===== src/rtl/xlat_pkg.sv =====
package xlat_pkg;

    localparam int ADDR_W      = 32;
    localparam int MAP_W       = 16;
    localparam int MIN_SHIFT   = 20;
    localparam int HI_W        = ADDR_W - MIN_SHIFT;
    localparam int MAX_SIZE    = 11;
    localparam int IO_SHIFT    = 24;
    localparam int IO_HI_W     = ADDR_W - IO_SHIFT;
    localparam logic [2:0] CT_IO = 3'b001;

    typedef struct packed {
        logic              match;
        logic [ADDR_W-1:0] addr;
        logic [2:0]        ctype;
        logic              prefetch;
        logic [1:0]        swap;
    } win_res_t;

endpackage


===== src/rtl/xlat_regs.sv =====
module xlat_regs
    import xlat_pkg::*;
#(
    parameter int NUM_MEM_WIN = 2,
    parameter int SEL_W       = 3
) (
    input  logic                                  clk,
    input  logic                                  rst_n,
    input  logic                                  we,
    input  logic [SEL_W-1:0]                      sel,
    input  logic [ADDR_W-1:0]                     wdata,
    output logic [ADDR_W-1:0]                     rdata,
    output logic [NUM_MEM_WIN-1:0][ADDR_W-1:0]    mem_base,
    output logic [NUM_MEM_WIN-1:0][MAP_W-1:0]     mem_map,
    output logic [MAP_W-1:0]                      io_base,
    output logic [MAP_W-1:0]                      io_map
);

    localparam int IO_BASE_SEL = 2 * NUM_MEM_WIN;
    localparam int IO_MAP_SEL  = IO_BASE_SEL + 1;

    typedef struct packed {
        logic [NUM_MEM_WIN-1:0][ADDR_W-1:0] mbase;
        logic [NUM_MEM_WIN-1:0][MAP_W-1:0]  mmap;
        logic [MAP_W-1:0]                   ibase;
        logic [MAP_W-1:0]                   imap;
    } regs_t;

    regs_t state_d, state_q;

    always_comb begin
        state_d = state_q;
        if (we) begin
            for (int w = 0; w < NUM_MEM_WIN; w++) begin
                if (int'(sel) == 2 * w)     state_d.mbase[w] = wdata;
                if (int'(sel) == 2 * w + 1) state_d.mmap[w]  = wdata[MAP_W-1:0];
            end
            if (int'(sel) == IO_BASE_SEL) state_d.ibase = wdata[MAP_W-1:0];
            if (int'(sel) == IO_MAP_SEL)  state_d.imap  = wdata[MAP_W-1:0];
        end
    end

    always_ff @(posedge clk or negedge rst_n) begin
        if (!rst_n) state_q <= '0;
        else        state_q <= state_d;
    end

    always_comb begin
        rdata = '0;
        for (int w = 0; w < NUM_MEM_WIN; w++) begin
            if (int'(sel) == 2 * w)     rdata = state_q.mbase[w];
            if (int'(sel) == 2 * w + 1) rdata = {{(ADDR_W-MAP_W){1'b0}}, state_q.mmap[w]};
        end
        if (int'(sel) == IO_BASE_SEL) rdata = {{(ADDR_W-MAP_W){1'b0}}, state_q.ibase};
        if (int'(sel) == IO_MAP_SEL)  rdata = {{(ADDR_W-MAP_W){1'b0}}, state_q.imap};
    end

    assign mem_base = state_q.mbase;
    assign mem_map  = state_q.mmap;
    assign io_base  = state_q.ibase;
    assign io_map   = state_q.imap;

endmodule


===== src/rtl/xlat_mem_win.sv =====
module xlat_mem_win
    import xlat_pkg::*;
(
    input  logic [ADDR_W-1:0] addr,
    input  logic [ADDR_W-1:0] base,
    input  logic [MAP_W-1:0]  map,
    output win_res_t          res
);

    logic [3:0]      size_code;
    logic            size_ok;
    logic [HI_W-1:0] keep_mask;
    logic [HI_W-1:0] hi_out;

    always_comb begin
        size_code = base[7:4];
        size_ok   = (size_code <= 4'(MAX_SIZE));
        for (int i = 0; i < HI_W; i++) begin
            keep_mask[i] = (i >= int'(size_code));
        end
        hi_out = (map[MAP_W-1:4] & keep_mask) | (addr[ADDR_W-1:MIN_SHIFT] & ~keep_mask);

        res.match    = base[0] && size_ok &&
                       (((addr[ADDR_W-1:MIN_SHIFT] ^ base[ADDR_W-1:MIN_SHIFT]) & keep_mask) == '0);
        res.addr     = {hi_out, addr[MIN_SHIFT-1:2], (map[0] ? addr[1:0] : 2'b00)};
        res.ctype    = map[3:1];
        res.prefetch = base[3];
        res.swap     = base[9:8];
    end

endmodule


===== src/rtl/xlat_io_win.sv =====
module xlat_io_win
    import xlat_pkg::*;
(
    input  logic [ADDR_W-1:0] addr,
    input  logic [MAP_W-1:0]  base,
    input  logic [MAP_W-1:0]  map,
    output win_res_t          res
);

    always_comb begin
        res.match    = base[0] && (addr[ADDR_W-1:IO_SHIFT] == base[MAP_W-1:MAP_W-IO_HI_W]);
        res.addr     = {map[MAP_W-1:MAP_W-IO_HI_W], addr[IO_SHIFT-1:0]};
        res.ctype    = CT_IO;
        res.prefetch = 1'b0;
        res.swap     = base[7:6];
    end

endmodule


===== src/rtl/addr_window_xlat.sv =====
module addr_window_xlat
    import xlat_pkg::*;
#(
    parameter int NUM_MEM_WIN = 2,
    parameter int SEL_W       = 3,
    localparam int NUM_WIN    = NUM_MEM_WIN + 1,
    localparam int WIN_W      = $clog2(NUM_WIN)
) (
    input  logic              clk,
    input  logic              rst_n,
    input  logic              reg_we,
    input  logic [SEL_W-1:0]  reg_sel,
    input  logic [31:0]       reg_wdata,
    output logic [31:0]       reg_rdata,
    input  logic              req_valid,
    input  logic [31:0]       req_addr,
    output logic              rsp_valid,
    output logic              rsp_hit,
    output logic [WIN_W-1:0]  rsp_win,
    output logic [31:0]       rsp_pci_addr,
    output logic [2:0]        rsp_type,
    output logic              rsp_prefetch,
    output logic [1:0]        rsp_swap
);

    typedef struct packed {
        logic              valid;
        logic              hit;
        logic [WIN_W-1:0]  win;
        logic [ADDR_W-1:0] addr;
        logic [2:0]        ctype;
        logic              prefetch;
        logic [1:0]        swap;
    } rsp_t;

    logic [NUM_MEM_WIN-1:0][ADDR_W-1:0] mem_base;
    logic [NUM_MEM_WIN-1:0][MAP_W-1:0]  mem_map;
    logic [MAP_W-1:0]                   io_base;
    logic [MAP_W-1:0]                   io_map;
    win_res_t                           cand [NUM_WIN];

    xlat_regs #(.NUM_MEM_WIN(NUM_MEM_WIN), .SEL_W(SEL_W)) u_regs (
        .clk      (clk),
        .rst_n    (rst_n),
        .we       (reg_we),
        .sel      (reg_sel),
        .wdata    (reg_wdata),
        .rdata    (reg_rdata),
        .mem_base (mem_base),
        .mem_map  (mem_map),
        .io_base  (io_base),
        .io_map   (io_map)
    );

    for (genvar w = 0; w < NUM_MEM_WIN; w++) begin : g_mem
        xlat_mem_win u_win (
            .addr (req_addr),
            .base (mem_base[w]),
            .map  (mem_map[w]),
            .res  (cand[w])
        );
    end

    xlat_io_win u_io (
        .addr (req_addr),
        .base (io_base),
        .map  (io_map),
        .res  (cand[NUM_MEM_WIN])
    );

    rsp_t rsp_d, rsp_q;

    always_comb begin
        rsp_d       = '0;
        rsp_d.valid = req_valid;
        if (req_valid) begin
            for (int w = NUM_WIN - 1; w >= 0; w--) begin
                if (cand[w].match) begin
                    rsp_d.hit      = 1'b1;
                    rsp_d.win      = WIN_W'(w);
                    rsp_d.addr     = cand[w].addr;
                    rsp_d.ctype    = cand[w].ctype;
                    rsp_d.prefetch = cand[w].prefetch;
                    rsp_d.swap     = cand[w].swap;
                end
            end
        end
    end

    always_ff @(posedge clk or negedge rst_n) begin
        if (!rst_n) rsp_q <= '0;
        else        rsp_q <= rsp_d;
    end

    assign rsp_valid    = rsp_q.valid;
    assign rsp_hit      = rsp_q.hit;
    assign rsp_win      = rsp_q.win;
    assign rsp_pci_addr = rsp_q.addr;
    assign rsp_type     = rsp_q.ctype;
    assign rsp_prefetch = rsp_q.prefetch;
    assign rsp_swap     = rsp_q.swap;

endmodule


===== config.mk =====
export PLATFORM = sky130hd
export DESIGN_NAME = addr_window_xlat
export DESIGN_NICKNAME = d
export VERILOG_FILES = /design/src/rtl/xlat_pkg.sv /design/src/rtl/xlat_regs.sv /design/src/rtl/xlat_mem_win.sv /design/src/rtl/xlat_io_win.sv /design/src/rtl/addr_window_xlat.sv
export SDC_FILE = /design/constraint.sdc
export NUM_CORES = 1
export LEC_CHECK = 0
export ABC_AREA = 1
export BUFFER_PORTS_ARGS = -buffer_cell sky130_fd_sc_hd__buf_2
export CORE_MARGIN = 3
export CORE_UTILIZATION = 35
export CTS_CLUSTER_DIAMETER = 200
export CTS_CLUSTER_SIZE = 16
export DETAILED_ROUTE_END_ITERATION = 16
export PLACE_DENSITY = 0.6
export SETUP_SLACK_MARGIN = 0.1
export SLEW_MARGIN = 20
export SYNTH_ARGS = -nofsm -noshare
export SYNTH_HDL_FRONTEND = slang
export SYNTH_SLANG_ARGS = --single-unit

===== constraint.sdc =====
create_clock -name clk -period 2.3 [get_ports clk]
set_input_delay 0.575 -clock clk [delete_from_list [all_inputs] [get_ports clk]]
set_output_delay 0.575 -clock clk [all_outputs]
set_load 0.02 [all_outputs]

# Yosys cells after proc, flatten, opt, wreduce, memory -nomap -nowiden
# Cells that the tools add are included.
classes:
  n_bitwise: 12
  eq_ne: 6
  mux: 12
  n_lt_le_gt_ge: 26
  n_reduce_logical: 14
op_table:
  columns: ["op", "n"]
  rows:
  - ["32-bit 2-to-1 mux", 6]
  - ["41-bit 2-to-1 mux", 4]
  - ["12-bit AND", 6]
  - ["3-bit by 4-bit >= comparator with 1-bit output, first input constant", 8]
  - ["4-bit >= comparator, first input constant", 8]
  - ["12-bit zero test", 2]
  - ["12-bit NOT", 2]
  - ["12-bit bitwise OR", 2]
  - ["12-bit bitwise XOR", 2]
  - ["1-bit by 4-bit >= comparator with 1-bit output, first input constant", 4]
  - ["2-bit by 4-bit >= comparator with 1-bit output, first input constant", 4]
  - ["3-bit == test, second input constant", 4]
  - ["2-bit AND reduction", 6]
  - ["8-bit == test", 1]
  - ["4-bit less-or-equal comparator, second input constant", 2]
  - ["1-bit logical AND", 5]
  - ["2-bit 2-to-1 mux", 2]
  - ["3-bit by 2-bit == test with 1-bit output, second input constant", 1]
  - ["3-bit zero test", 1]
word_totals:
  inputBits: 71
  ff_bits: 170
  word_cells: 83
  output_inout_bits: 74

# Depth between registers and ports, before layout
# Gate-level depths: netlist of run 1.
depth:
  ltp_word: 7
  ltp_mapped: 13

# By module
# Synthesis of run 1 repeated with hierarchy kept, for this count alone.
hier_totals:
  cells_unflattened: 1180
  area_unflattened_um2: 9556.7
by_module_without_submodules:
  columns: ["mod", "cells_each", "instances", "area_each_um2", "seq_area_each_um2"]
  rows:
  - ["xlat_regs", 649, 1, 5731.7, 3203.1]
  - ["addr_window_xlat", 226, 1, 2073.2, 1051.0]
  - ["xlat_mem_win", 115, 2, 653.1, 0.0]
  - ["xlat_io_win", 75, 1, 445.4, 0.0]

# Least setup slack after synthesis of run 1
# Ideal clock, no wire load.
synth_path:
  kind: "input to output"
  start: "in reg_sel[1]"
  end: "out reg_rdata[15]"
  setup_slack_ps: -10
  required_time_ps: 1725
  path_stages: 7
  path_buffers: 1
  arrival_ps: 1735
  path_cell_list: "inv_1 nor2_1 nand2_1 clkinv_1 clkbuf_1 a221oi_1 nand3_1"
synth_between:
  elab_chain_cells: 7
  elab_cells_between_ends: 12
  classes_between: "5 x eq/ne; 6 x mux; 1 x reduce/logical"
synth_lines:
  columns: ["item", "line_no", "text"]
  rows:
  - ["from (decl)", "addr_window_xlat.sv:12", "input logic [SEL_W-1:0] reg_sel,"]
  - ["3-bit zero test", "xlat_regs.sv:51", "if (int'(sel) == 2 * w) rdata = state_q.mbase[w];"]
  - ["32-bit 2-to-1 mux", "xlat_regs.sv:51", null]
  - ["32-bit 2-to-1 mux", "xlat_regs.sv:52", "if (int'(sel) == 2 * w + 1) rdata = {{(ADDR_W-MAP_W){1'b0}}, state_q.mmap[w]};"]
  - ["32-bit 2-to-1 mux", "xlat_regs.sv:51", null]
  - ["32-bit 2-to-1 mux", "xlat_regs.sv:52", null]
  - ["32-bit 2-to-1 mux", "xlat_regs.sv:54", "if (int'(sel) == IO_BASE_SEL) rdata = {{(ADDR_W-MAP_W){1'b0}}, state_q.ibase};"]
  - ["32-bit 2-to-1 mux *", "xlat_regs.sv:55", "if (int'(sel) == IO_MAP_SEL) rdata = {{(ADDR_W-MAP_W){1'b0}}, state_q.imap};"]
  - ["to (decl)", "addr_window_xlat.sv:14", "output logic [31:0] reg_rdata,"]
# Every way passes the cells marked *; elsewhere a longest branch is shown, timed or not.

# Worst setup path after layout of run 1
layout_path:
  start: "in reg_sel[1]"
  end: "out reg_rdata[13]"
# The elaborated chain is that of the path after synthesis.

==> flow_metrics.tcl, run 1 <==
set metrics [dict create \
    p_leak_nw 5.75 \
    antenna_found_initial 0 \
    via_count 7724 \
    path_cells "buf_8, inv_4, nor2_4, nand2_4, inv_8, buf_8, a221oi_4, o211ai_1, buf_4" \
    setup_ws_ns 0.0343 \
    grt_pass1_wl_um 42300 \
    crit_arrival_ns 1.69 \
    worst_pin_slew_ns 0.545 \
    area_delta_synth_final_pct 33.7 \
    drive_above_1_share_pct 27.8 \
    n_fill_cell 2284 \
    hold_class "in2async" \
    syn_nets 1118 \
    worst-setup-path-type "in2out" \
    grt_max_degree 51 \
    synth_area_leaders "dfrtp_1 (52%), nand2_1 (17%), o21ai_0 (10%), inv_1 (4.8%), nand3_1 (2.7%)" \
    cts_buffer_depth 2 \
    synth_area_per_cell_um2 7.83 \
    ys_seq_elements 170 \
    gr-total-overflow 0 \
    dr.pass1.iters 5 \
    fin_area_um2 11000 \
    relSlewSlack_pct 63.6 \
    crit_top_cell "buf_8" \
    vdd_drop_max_v 0.000461 \
    finalCritPeriodShare_pct 98.5 \
    clockRootBuffer "clkbuf_16" \
    row_count 55 \
    post_drt_wl_per_cell_um 17.5 \
    path_delay_family "buffers and inverters" \
    clk_latency_ns 0.43 \
    clkTransAtPathRegs_ns 0.07 \
    drt_first_iter_violations 573 \
    regToRegSetupSlack_ns 0.19 \
    port-buffer-count 144 \
    antenna_left 0 \
    r2r-start "u_regs.mem_base[38]$_DFFE_PN0P_" \
    rr_worst_depth 10 \
    critPathSlowestCell "a221oi_4" \
    critPathBufInv 5 \
    dp_hpwl_um 20200 \
    use_met3_pct 4.29 \
    synthCells 1047 \
    grt_util_all_layers_pct 21.2 \
    critical_path.max_stage_delay_ns 0.29 \
    die_y_um 159 \
    rsz0062_at_grt "true" \
    fmax_ghz 0.441 \
    first_global_vias 7425 \
    synth_area_um2 8200 \
    ys_types 32 \
    power_mw 8.59 \
    startpoint_type "primary input" \
    cts_tree "built" \
    cts.sinks 170 \
    yosys_warnings 0 \
    grtUsageMet1_pct 29.9 \
    pwr_density_cell_nw_per_um2 784 \
    synth_top_area_share_pct 51.9 \
    start_util_pct 35.9 \
    h-tree-depth 4 \
    postPlaceCellArea_um2 9650 \
    finalHoldViolCount 0 \
    busiest_layer "met2" \
    gp_congestion 0.942 \
    pre_cts_ws_ns -0.154 \
    post_drt_via_cell_ratio 4.96 \
    final_common_cell "nand2_1" \
    synth_top_area_cell "dfrtp_1" \
    numCtsBuffers 17 \
    finalClockSkew_ns 0.0114 \
    crit_required_ns 1.73 \
    end_kind "primary output" \
    antenna-diode-count 0 \
    ios 145 \
    path_max_fanout 7 \
    core_area_um2 22800 \
    dieArea_um2 25300 \
    cap_violations 0 \
    r2r_end "rsp_pci_addr[29]$_DFF_PN0_" \
    grtUsageMet2_pct 33.0 \
    drc 0 \
    status "completed" \
    final_cells 1556 \
    setup_viol 0 \
    finalWirelength_um 27200 \
    die_w_um 159 \
    dp.cells 1514 \
    drv_slew 0 \
    layout_common_cells "nand2_1 (349), dfrtp_1 (163), o21ai_0 (157), buf_2 (112), inv_1 (97)" \
    final.setup.tns_ns 0 \
    final_nets 1301 \
    post-route-min-period_ns 2.27 \
    yosysSeqAreaShare_pct 51.9 \
]
==> cells by family (layout without fill, tap and decap cells) <==
family                 Yosys count  in the layout  synth area share (%)
AO/OA/AOI/OAI                  224            224                  15.0
XOR/XNOR                        10             10                  1.07
multiplexers                     8              8                 0.992
buffers and inverters          161            357                  7.74
flip-flops                     170            170                  51.9
AND/OR/NAND/NOR                474            474                  23.3
==> where the power goes <==
part	internal [mW]	total [mW]	switching, mW
clock network	1.53	2.83	1.30
registers	3.42	3.91	0.484
logic	0.744	1.85	1.11
total	5.70	8.59	2.89
==> repair_timing <==
item / 4_1_cts / 5_1_grt
hold buffers: 0 / 0
gates resized for setup: 90 / 86
pin swaps: 25 / 30
gates cloned: 0 / 1
buffers inserted: 3 / 7
setup endpoints to repair: 32 / 65
==> flip-flops by register name (all words and copies together) (netlist names) <==
signal / count
rsp_swap: 2
rsp_pci_addr: 32
rsp_type: 3
u_regs.io_base: 16
rsp_win: 2
rsp_valid: 1
u_regs.mem_map: 32
u_regs.io_map: 16
u_regs.mem_base: 64
rsp_hit: 1
rsp_prefetch: 1
==> Yosys cell counts (all sizes together) <==
master and n:
a21oi 22, a221oi 13, a22o 8, a31oi 1
and2 1, buf 16, clkbuf 31, clkinv 2
dfrtp 170, inv 112, mux2 1, mux2i 7
nand2 377, nand3 47, nand4 2, nor2 46
nor3 1, o2111ai 3, o211ai 3, o21ai 166
o221ai 1, o22ai 7, xor2 10
==> worst register-to-register path: stages (launching register included) <==
cell     delay (ns)
dfrtp_2        0.50
nand2_1        0.14
nand2_1        0.10
a21oi_1        0.14
nand2_1        0.09
nor2_1         0.19
nand3_1        0.22
buf_4          0.24
nand2_1        0.07
nand2_1        0.07
a21oi_1        0.26
==> metrics by stage <==
step | utilization [%] | hold slack [ns]
2_1_floorplan | - | 0.279
3_3_place_gp | 42.2 | 0.466
3_5_place_dp | 42.2 | 0.474
4_1_cts | 46.3 | 0.0803
5_1_grt | 48.0 | 0.0819
6_report | 48.0 | 0.0714
==> area by class of cell <==
cell class | instances | area (µm²) | area share [%]
multi-input cells | 716 | 3710 | 33.8
flip-flops and latches | 170 | 4260 | 38.9
clock inverters | 11 | 105 | 0.959
inverters | 114 | 463 | 4.22
clock buffers | 21 | 480 | 4.38
well taps | 313 | 392 | 3.57
repair buffers | 211 | 1550 | 14.1
==> worst max-delay path by stage <==
stage / start / endpoint / slack, ns / cells after the start
floorplan: reg_sel[1] / reg_rdata[15] / 0.10 / 8
global placement: reg_sel[0] / reg_rdata[6] / -0.11 / 11
detailed placement: reg_sel[1] / reg_rdata[9] / -0.15 / 9
CTS: reg_sel[1] / reg_rdata[8] / 0.02 / 9
global route: reg_sel[1] / reg_rdata[13] / -0.03 / 9
finish: reg_sel[1] / reg_rdata[13] / 0.03 / 9
==> metal layers <==
metal	vias up	share of wire [%]	wire length, µm
met1	3650	45	12300
met3	40	6.9	1890
met4	0	2.0	558
li1	3730	-	-
met5	-	0	0
met2	304	46	12500
No activity file was read; power rests on OpenSTA's default activity.
==> inputs of run 2 (changes only) <==
--- a/config.mk
+++ b/config.mk
@@ -5,7 +5,6 @@
 export SDC_FILE = /design/constraint.sdc
 export NUM_CORES = 1
 export LEC_CHECK = 0
-export ABC_AREA = 1
 export BUFFER_PORTS_ARGS = -buffer_cell sky130_fd_sc_hd__buf_2
 export CORE_MARGIN = 3
 export CORE_UTILIZATION = 35
@@ -13,6 +12,7 @@
 export CTS_CLUSTER_SIZE = 16
 export DETAILED_ROUTE_END_ITERATION = 16
 export PLACE_DENSITY = 0.6
+export REMOVE_ABC_BUFFERS = 1
 export SETUP_SLACK_MARGIN = 0.1
 export SLEW_MARGIN = 20
 export SYNTH_ARGS = -nofsm -noshare
==> run 2 against run 1 <==
Clock power is 2% higher. Critical path type is now reg2out. Largest cell class unchanged. Synthesized cell count is 38% lower. Global-route usage is 0.85 points lower.
==> flow_metrics.tcl, run 2 <==
set metrics [dict create \
    synth_top_area_share_pct 51.3 \
    path_max_fanout 7 \
    synthCells 654 \
    h-tree-depth 4 \
    final_nets 973 \
    p_leak_nw 5.37 \
    vdd_drop_max_v 0.000495 \
    clkTransAtPathRegs_ns 0.07 \
    cts.sinks 170 \
    final_common_cell "dfrtp_1" \
    antenna_found_initial 2 \
    clk_latency_ns 0.43 \
    ys_seq_elements 170 \
    grt_util_all_layers_pct 20.4 \
    setup_viol 0 \
    gr-total-overflow 0 \
    power_frac_seq_pct 41.7 \
    synth_compound_area_share_pct 10.6 \
    area_delta_synth_final_pct 40.0 \
    crit_arrival_ns 1.71 \
    pwr_density_cell_nw_per_um2 824 \
    async_reset_ff_share_pct 100 \
    ys_types 61 \
    synth_area_um2 8300 \
    synth.most_common_cell "dfrtp_1" \
    numCtsBuffers 17 \
    drive_above_1_share_pct 57.2 \
    post_drt_wl_per_cell_um 21.2 \
    end_kind "primary output" \
    holdWs_ns 0.105 \
    fmax_ghz 0.437 \
    ios 145 \
    pwr-share-clk_pct 30.3 \
    finalClockSkew_ns 0.00864 \
    post_drt_via_cell_ratio 5.21 \
    ctsHoldBuffers 0 \
    startpoint_type "register" \
    core_area_um2 23000 \
    finalCritPeriodShare_pct 99.4 \
    hold_class "in2async" \
    rsz0062_at_grt "true" \
    crit_required_ns 1.73 \
    met2_wirelength_um 12500 \
    antenna-diode-count 0 \
    drt_first_iter_violations 325 \
    final.setup.tns_ns 0 \
    cts_buffer_depth 2 \
    synth_mux_area_share_pct 24.6 \
    die_y_um 160 \
    worst_pin_slew_ns 0.515 \
    status "completed" \
    fin_util_pct 50.5 \
    antenna_left 0 \
    finalHoldViolCount 0 \
    synth_area_per_cell_um2 12.7 \
    gp_congestion 0.885 \
    synth-simple-area-share_pct 6.65 \
    row_count 55 \
    combPwrFrac_pct 28.0 \
    first_global_vias 6736 \
    worst-setup-path-type "reg2out" \
    yosys_warnings 0 \
    yosys.area_share.adder_pct 0 \
    drc 0 \
    die_w_um 160 \
    dr.pass1.iters 5 \
    synthFlopType "dfrtp_1" \
    setup_ws_ns 0.0139 \
    via_count 6396 \
    grt_pass1_wl_um 40200 \
    post-route-min-period_ns 2.29 \
    swShare_pct 30.9 \
    clockRootBuffer "clkbuf_16" \
    dieArea_um2 25600 \
    synth_edf_count 0 \
    largest_reg_flops 64 \
    finalWirelength_um 26000 \
    synth_top_family_by_area "multiplexers" \
    port-buffer-count 144 \
    pre_cts_ws_ns -0.173 \
    cts_tree "built" \
    synth_area_leaders "dfrtp_1 (51%), mux2_2 (18%), mux2i_1 (5.2%), a22o_1 (1.9%), xor2_1 (1.8%)" \
    dp_hpwl_um 18600 \
    cap_violations 0 \
    n_fill_cell 2109 \
    m1WireLength_um 11800 \
    grt_max_degree 50 \
    routed-wl-met3_um 1310 \
    layout_common_cells "dfrtp_1 (163), mux2_2 (131), buf_2 (111), buf_4 (106), mux2i_1 (39)" \
    top_layer "met5" \
    p_int_mw 6.61 \
    p_sw_mw 2.96 \
    synthXorXnorAreaFrac_pct 3.38 \
    synthTopCellsByCount "dfrtp_1 (170), mux2_2 (131), mux2i_1 (43)" \
    yosysSeqAreaShare_pct 51.3 \
    start_util_pct 36.1 \
    relSlewSlack_pct 65.6 \
    synth_top_area_cell "dfrtp_1" \
    drv_slew 0 \
]
-- run 2: cell count changes in the layout (fill, tap and decap cells not counted), moves of 21 or more --
cell / delta
mux2i_1: +32
nand2_1: -317
buf_4: +44
mux2_2: +130
inv_1: -95
and2_1: +21
nand3_1: -36
o21ai_0: -153
nor2_1: -22
-- run 2: final cells by class --
cell class | instances | area [µm²] | share of cell area [%]
timing repair buffer | 278 | 2240 | 19.3
sequential | 170 | 4260 | 36.7
tap | 313 | 392 | 3.37
inverter | 8 | 30.0 | 0.259
clock buffer | 19 | 443 | 3.81
multi-input combinational | 427 | 4100 | 35.3
clock inverter | 12 | 140 | 1.21
-- run 2: per-stage QoR --
stage | total power, mW | area [µm²] | std cells
floorplan | 5.16 | 8030 | 605
global placement | 6.19 | 10100 | 1168
detailed placement | 6.23 | 10100 | 1168
CTS | 9.40 | 11300 | 1217
global route | 10.0 | 11600 | 1227
finish | 9.57 | 11600 | 1227
-- run 2: critical path, stage by stage (launching register included) --
cell      delay, ns
dfrtp_2        0.46
buf_6          0.13
mux2i_2        0.17
nor2_1         0.09
a21oi_2        0.17
o221ai_2       0.13
buf_6          0.15
-- run 2: worst paths after layout --
path                                                 start                               to  slack [ns]  depth (start not counted)
max reg2reg                 u_regs.mem_base[6]$_DFFE_PN0P_        rsp_pci_addr[0]$_DFF_PN0_        0.09                          8
min in group clk                              req_addr[12]       rsp_pci_addr[12]$_DFF_PN0_        0.35                          2
min                                                  rst_n  u_regs.mem_base[57]$_DFFE_PN0P_        0.10                          1
min reg2reg                u_regs.mem_base[48]$_DFFE_PN0P_  u_regs.mem_base[48]$_DFFE_PN0P_        0.51                          1
max in group asynchronous                            rst_n   u_regs.mem_map[10]$_DFFE_PN0P_        1.56                          2
max                         u_regs.mem_base[7]$_DFFE_PN0P_                     reg_rdata[7]        0.01                          6
-- run 2: metal layers --
layer	GRT usage [%]	up-vias
li1	-	2891
met1	28.2	3294
met2	33.0	174
met3	3.81	33
met4	5.48	4
met5	0	-
-- run 2: cell families after synthesis --
group | after synthesis
AOI/OAI and AO/OA | 110
xor gates and xnor gates | 32
buffers and inverters | 57
DFF | 170
muxes | 181
and+or+nand+nor | 104
-- run 2: power groups by stage --
| stage | clock network, mW | logic [mW] | registers (mW) |
|---|---|---|---|
| final | 2.90 | 2.68 | 3.99 |
| after global routing | 3.08 | 2.86 | 4.06 |
| after CTS | 2.96 | 2.47 | 3.98 |
| after detailed placement | 0 | 2.20 | 4.03 |
| after global placement | 0 | 2.17 | 4.02 |
| after floorplan | 0 | 1.26 | 3.90 |
-- run 2: what timing repair did --
| item | in CTS | in global routing |
|---|---|---|
| buffers inserted | 16 | 13 |
| endpoints found under the setup margin | 58 | 72 |
| gates cloned | 2 | 0 |
| resized for setup | 102 | 62 |
| pin swaps | 18 | 19 |
